### config.mk
export PLATFORM = sky130hd
export DESIGN_NAME = efm_run_speed
export DESIGN_NICKNAME = d
export VERILOG_FILES = /design/src/rtl/efm_speed_pkg.sv /design/src/rtl/efm_edge_ctrl.sv /design/src/rtl/efm_run_datapath.sv /design/src/rtl/efm_run_speed.sv
export SDC_FILE = /design/constraint.sdc
export NUM_CORES = 1
export LEC_CHECK = 0
export ABC_AREA = 1
export BUFFER_PORTS_ARGS = -buffer_cell sky130_fd_sc_hd__buf_2
export CORE_MARGIN = 4
export CORE_UTILIZATION = 55
export DETAILED_ROUTE_END_ITERATION = 8
export PLACE_DENSITY = 0.79
export SYNTH_ARGS = -nofsm -noshare
export SYNTH_HDL_FRONTEND = slang
export SYNTH_HIERARCHICAL = 1
export SYNTH_SLANG_ARGS = --single-unit
### constraint.sdc
create_clock -name clk -period 4.7 [get_ports clk]
set_clock_uncertainty 0.15 [all_clocks]
set_input_delay 0.47 -clock clk [delete_from_list [all_inputs] [get_ports clk]]
set_output_delay 0.47 -clock clk [all_outputs]
set_load 0.005 [all_outputs]
### src/rtl/efm_speed_pkg.sv
package efm_speed_pkg;
  typedef struct packed {
    logic levelChange;
    logic frameClose;
  } ctl_strobe_t;
endpackage

### src/rtl/efm_edge_ctrl.sv
module efm_edge_ctrl
  import efm_speed_pkg::*;
(
  input  logic        clk,
  input  logic        rstN,
  input  logic        efmIn,
  input  logic        frameStrobe,
  output ctl_strobe_t strb
);
  logic efmQ;

  always_ff @(posedge clk) begin
    if (!rstN) efmQ <= 1'b0;
    else       efmQ <= efmIn;
  end

  always_comb begin
    strb.levelChange = rstN && (efmIn != efmQ);
    strb.frameClose  = rstN && frameStrobe;
  end

  AST_CHANGE_TRACK: assert property (@(posedge clk) disable iff (!rstN)
    strb.levelChange |=> (efmQ == $past(efmIn)));
endmodule

### src/rtl/efm_run_datapath.sv
module efm_run_datapath
  import efm_speed_pkg::*;
#(
  parameter int CNT_W      = 7,
  parameter int MAG_W      = 7,
  parameter int NOMINAL    = 43,
  parameter int GAIN_SHIFT = 2
) (
  input  logic             clk,
  input  logic             rstN,
  input  ctl_strobe_t      strb,
  output logic [CNT_W-1:0] maxRun,
  output logic             slowDir,
  output logic [MAG_W-1:0] errMag
);
  localparam int PROD_W = CNT_W + GAIN_SHIFT;
  localparam logic [CNT_W-1:0] SAT_V = '1;
  localparam logic [CNT_W-1:0] NOM_V = CNT_W'(NOMINAL);
  localparam logic [MAG_W-1:0] MAG_MAX = '1;

  logic [CNT_W-1:0]  runCnt, curMax, heldMax, frameMax, runNext;
  logic [CNT_W-1:0]  diff;
  logic [PROD_W-1:0] prod;

  always_comb begin
    frameMax = (runCnt > curMax) ? runCnt : curMax;
    if (strb.levelChange)  runNext = CNT_W'(1);
    else if (runCnt == SAT_V) runNext = runCnt;
    else                   runNext = runCnt + CNT_W'(1);
  end

  always_ff @(posedge clk) begin
    if (!rstN) begin
      runCnt  <= '0;
      curMax  <= '0;
      heldMax <= NOM_V;
    end else begin
      runCnt <= runNext;
      if (strb.frameClose) begin
        curMax  <= '0;
        heldMax <= frameMax;
      end else if (strb.levelChange) begin
        curMax <= frameMax;
      end
    end
  end

  always_comb begin
    slowDir = heldMax > NOM_V;
    diff    = slowDir ? (heldMax - NOM_V) : (NOM_V - heldMax);
    prod    = PROD_W'(diff) << GAIN_SHIFT;
    errMag  = (prod > PROD_W'(MAG_MAX)) ? MAG_MAX : prod[MAG_W-1:0];
    maxRun  = heldMax;
  end

  AST_RUN_RESTART: assert property (@(posedge clk) disable iff (!rstN)
    strb.levelChange |=> (runCnt == CNT_W'(1)));
  AST_RUN_GROW: assert property (@(posedge clk) disable iff (!rstN)
    (!strb.levelChange && runCnt != SAT_V) |=> (runCnt == CNT_W'($past(runCnt) + CNT_W'(1))));
  AST_NO_OVERFLOW: assert property (@(posedge clk) disable iff (!rstN)
    (!strb.levelChange && runCnt == SAT_V) |=> (runCnt == SAT_V));
  AST_FRAME_EMPTY: assert property (@(posedge clk) disable iff (!rstN)
    strb.frameClose |=> (curMax == '0));
  AST_HELD_BOUND: assert property (@(posedge clk) disable iff (!rstN)
    strb.frameClose |=> (heldMax >= $past(runCnt)));
  AST_HELD_STABLE: assert property (@(posedge clk) disable iff (!rstN)
    !strb.frameClose |=> $stable(heldMax));
  AST_DIR_FAST: assert property (@(posedge clk) disable iff (!rstN)
    (heldMax <= NOM_V) |-> !slowDir);
  AST_MAG_ON_SPEED: assert property (@(posedge clk) disable iff (!rstN)
    (heldMax == NOM_V) |-> (errMag == '0));
endmodule

### src/rtl/efm_run_speed.sv
module efm_run_speed
  import efm_speed_pkg::*;
#(
  parameter int CNT_W      = 7,
  parameter int MAG_W      = 7,
  parameter int NOMINAL    = 43,
  parameter int GAIN_SHIFT = 2
) (
  input  logic             clk,
  input  logic             rstN,
  input  logic             efmIn,
  input  logic             frameStrobe,
  output logic [CNT_W-1:0] maxRun,
  output logic             slowDir,
  output logic [MAG_W-1:0] errMag
);
  ctl_strobe_t strb;

  efm_edge_ctrl u_ctrl (
    .clk         (clk),
    .rstN        (rstN),
    .efmIn       (efmIn),
    .frameStrobe (frameStrobe),
    .strb        (strb)
  );

  efm_run_datapath #(
    .CNT_W      (CNT_W),
    .MAG_W      (MAG_W),
    .NOMINAL    (NOMINAL),
    .GAIN_SHIFT (GAIN_SHIFT)
  ) u_dp (
    .clk     (clk),
    .rstN    (rstN),
    .strb    (strb),
    .maxRun  (maxRun),
    .slowDir (slowDir),
    .errMag  (errMag)
  );
endmodule

==> impl_metrics.yaml <==
status:
  outcome: "finished clean"
worst_setup_path:
  worstReg2RegEnd: "u_dp/maxRun[1]"
  critPathArrivalTime_ns: 1.95
  crit_fanout: 7
  crit_path_start_kind: "flip-flop"
  ff2ff_path_depth: 10
  required_ns: 4.08
  cp_common_cell: "nand2_1"
  r2r_start: "u_dp/runCnt[2]"
  max_stage_delay_ns: 0.49
  cp_top_family: "simple AND/OR/NAND/NOR gates"
  worstPathCellList: "inv_2, ha_1, nand2_1, nand2_1, nand2_1, nand2_1, nand2_1, nand2_1, nor2_1, nand2_2, nand2_4, nand2_1, buf_2"
  crit_type: "flip-flop to output port"
  cp_slowest_cell: "dfxtp_1"
  timing.critical_path.buf_inv: 2
  rrSetupSlack_ns: 2.60
  end_kind: "output port"
floorplan:
  fp-row-count: 18
  die_w_um: 61.0
  die_area_sq_mm: 0.00372
  ioPinCount: 19
  core_sq_mm: 0.00257
  start_util: 0.602
  die_h_um: 61.0
sta:
  fin_crit_ns: 2.57
  slew-limit-headroom: 0.538
  worstMarginPinSlew_ns: 0.690
  rsz0062_at_grt: "no"
  fin_ws_ns: 2.13
  hold_violations: 0
  finalSetupTns_ns: 0
  fmax_mhz: 390
  layout_worst_path_cycle_share: 0.546
  slew_violations: 0
  setup_viol: 0
synth:
  synth_fp_nets: 252
  synth.distinct_cells: 30
  synth-main-ff-cell: "dfxtp_1"
  async_reset_ff_frac: 0
  synth-seq-area-share: 0.285
  syn_area_sq_mm: 0.00155
  yosys_warnings: 6
  syn_avg_cell_area_sq_um: 6.55
  synth_seq_cells: 22
  syn_inst: 236
  synth-edff-count: 0
placement:
  post-place-ws_ns: 2.47
  gp_congestion: 0.784
  detailed_place_hpwl_um: 2310
  port_buffers: 18
cells_and_area:
  final.fill_count: 247
  antenna_cells: 0
  syn2layout_area_growth_pct: 8.50
  layout_common_cells: "nand2_1, inv_1, nand3_1"
  drive_above_1_share: 0.166
  final_common_cell: "nand2_1"
  finalNetCount: 270
clock_tree:
  ctsLongestPathBuffers: 2
  post_cts_buffers: 0
  cts_hold_buf: 0
  clk_latency_ns: 0.31
  path_clk_slew_ns: 0.12
  htreeDepth: 1
  cts_tree: "built"
  cts_resized: 0
  cts_buffers: 3
  cts_root_buf: "clkbuf_4"
  cts_sinks: 22
grt:
  grt_pass1_wl_um: 5220
  antenna_found_initial: 0
  grt_pass1_vias: 1211
  grt_start_max_net_pins: 13
  grt.overflow.total: 0
  track_usage: 0.180
worst_hold_path:
  hold_end: "u_ctrl/efmQ"
  hold_path.class: "input pin to flip-flop"
  worstHoldStart: "efmIn"
  holdPathStages: 3
drt:
  totalWireLength_um: 2940
  viasPerCell: 4.91
  vias: 1389
  drc_errors: 0
  ant_nets: 0
  drt_first_pass_iters: 4
  first_iter_violations: 59
  routedWlPerCell_um: 10.4
flow_run:
  drv_cap: 0
power:
  power_density_mw_per_mm2: 319
  peakVddDrop_mv: 0.293
  p_leak_nw: 0.890
## metrics by stage
step	cells	hold slack [ns]	utilization	cell area [sq um]	power, mW
floorplan	236	0.323	-	1550	0.382
global placement	279	0.331	0.639	1640	0.432
detailed placement	279	0.340	0.639	1640	0.435
CTS	283	0.215	0.654	1680	0.541
global route	283	0.239	0.654	1680	0.589
finish	283	0.220	0.654	1680	0.535
## worst register-to-register path, delay by kind of cell (launching register included)
family | cells | cell delay (ns)
AND/OR/NAND/NOR | 7 | 0.86
flip-flops | 1 | 0.51
adder cells (fa/ha/maj) | 1 | 0.34
AO/OA/AOI/OAI | 1 | 0.15
buffers and inverters | 1 | 0.05
## cell usage after synthesis, types with 2 or more instances
cell type	n	area share
nand3_1	25	0.081
xor2_1	4	0.023
nand4_1	2	0.0081
o21ai_1	2	0.0065
inv_2	3	0.0073
dfxtp_1	22	0.28
nand2_1	65	0.16
nand2_2	5	0.020
xnor2_1	2	0.011
a21oi_1	13	0.042
o21ai_0	7	0.023
o21ai_2	2	0.011
ha_1	12	0.097
nor2_1	12	0.029
inv_1	43	0.10
or2_2	3	0.012
## cell families (layout without fill, tap and decap cells)
group	count (synthesis)	in the layout	share of synthesized area
simple gates	118	118	0.350
buf+inv	52	69	0.137
compound gates	26	26	0.0971
flops	22	22	0.285
fa+ha+maj	12	12	0.0971
xor+xnor	6	6	0.0340
## layer usage
metal | track usage | vias to the layer above | wire, um
met2 | 0.258 | 33 | 1230
met5 | 0 | - | 0
met1 | 0.284 | 588 | 1530
li1 | - | 766 | -
met4 | 0.0279 | 0 | 10
met3 | 0.0314 | 2 | 166
## power breakdown
group,internal [mW],total [mW],switching (mW)
combinational,0.0884,0.219,0.130
clock,0.0472,0.106,0.0584
sequential,0.198,0.211,0.0131
## how the worst max path moves through the flow
stage / slack [ns] / end / from / cells past startpoint
floorplan: 2.61 / errMag[1] / u_dp/maxRun[2] / 13
global placement: 2.52 / errMag[3] / u_dp/maxRun[2] / 13
detailed placement: 2.47 / errMag[3] / u_dp/maxRun[2] / 13
CTS: 2.12 / errMag[3] / u_dp/maxRun[2] / 13
global route: 1.91 / errMag[3] / u_dp/maxRun[2] / 13
finish: 2.13 / errMag[2] / u_dp/maxRun[2] / 13
## flip-flops by register name (all words and copies together), names as in the netlist
name	flops
u_dp/curMax	7
u_dp/maxRun	7
u_dp/runCnt	7
u_ctrl/efmQ	1
## final cells by class
| cell class | count | area [sq um] | share of cell area |
|---|---|---|---|
| multi-input cells | 162 | 895 | 0.533 |
| inverters | 47 | 179 | 0.107 |
| flip-flops and latches | 22 | 440 | 0.262 |
| repair buffers | 18 | 90.1 | 0.0537 |
| well taps | 30 | 37.5 | 0.0224 |
| clock buffers | 4 | 36.3 | 0.0216 |
No activity file was read; power rests on OpenSTA's default activity.
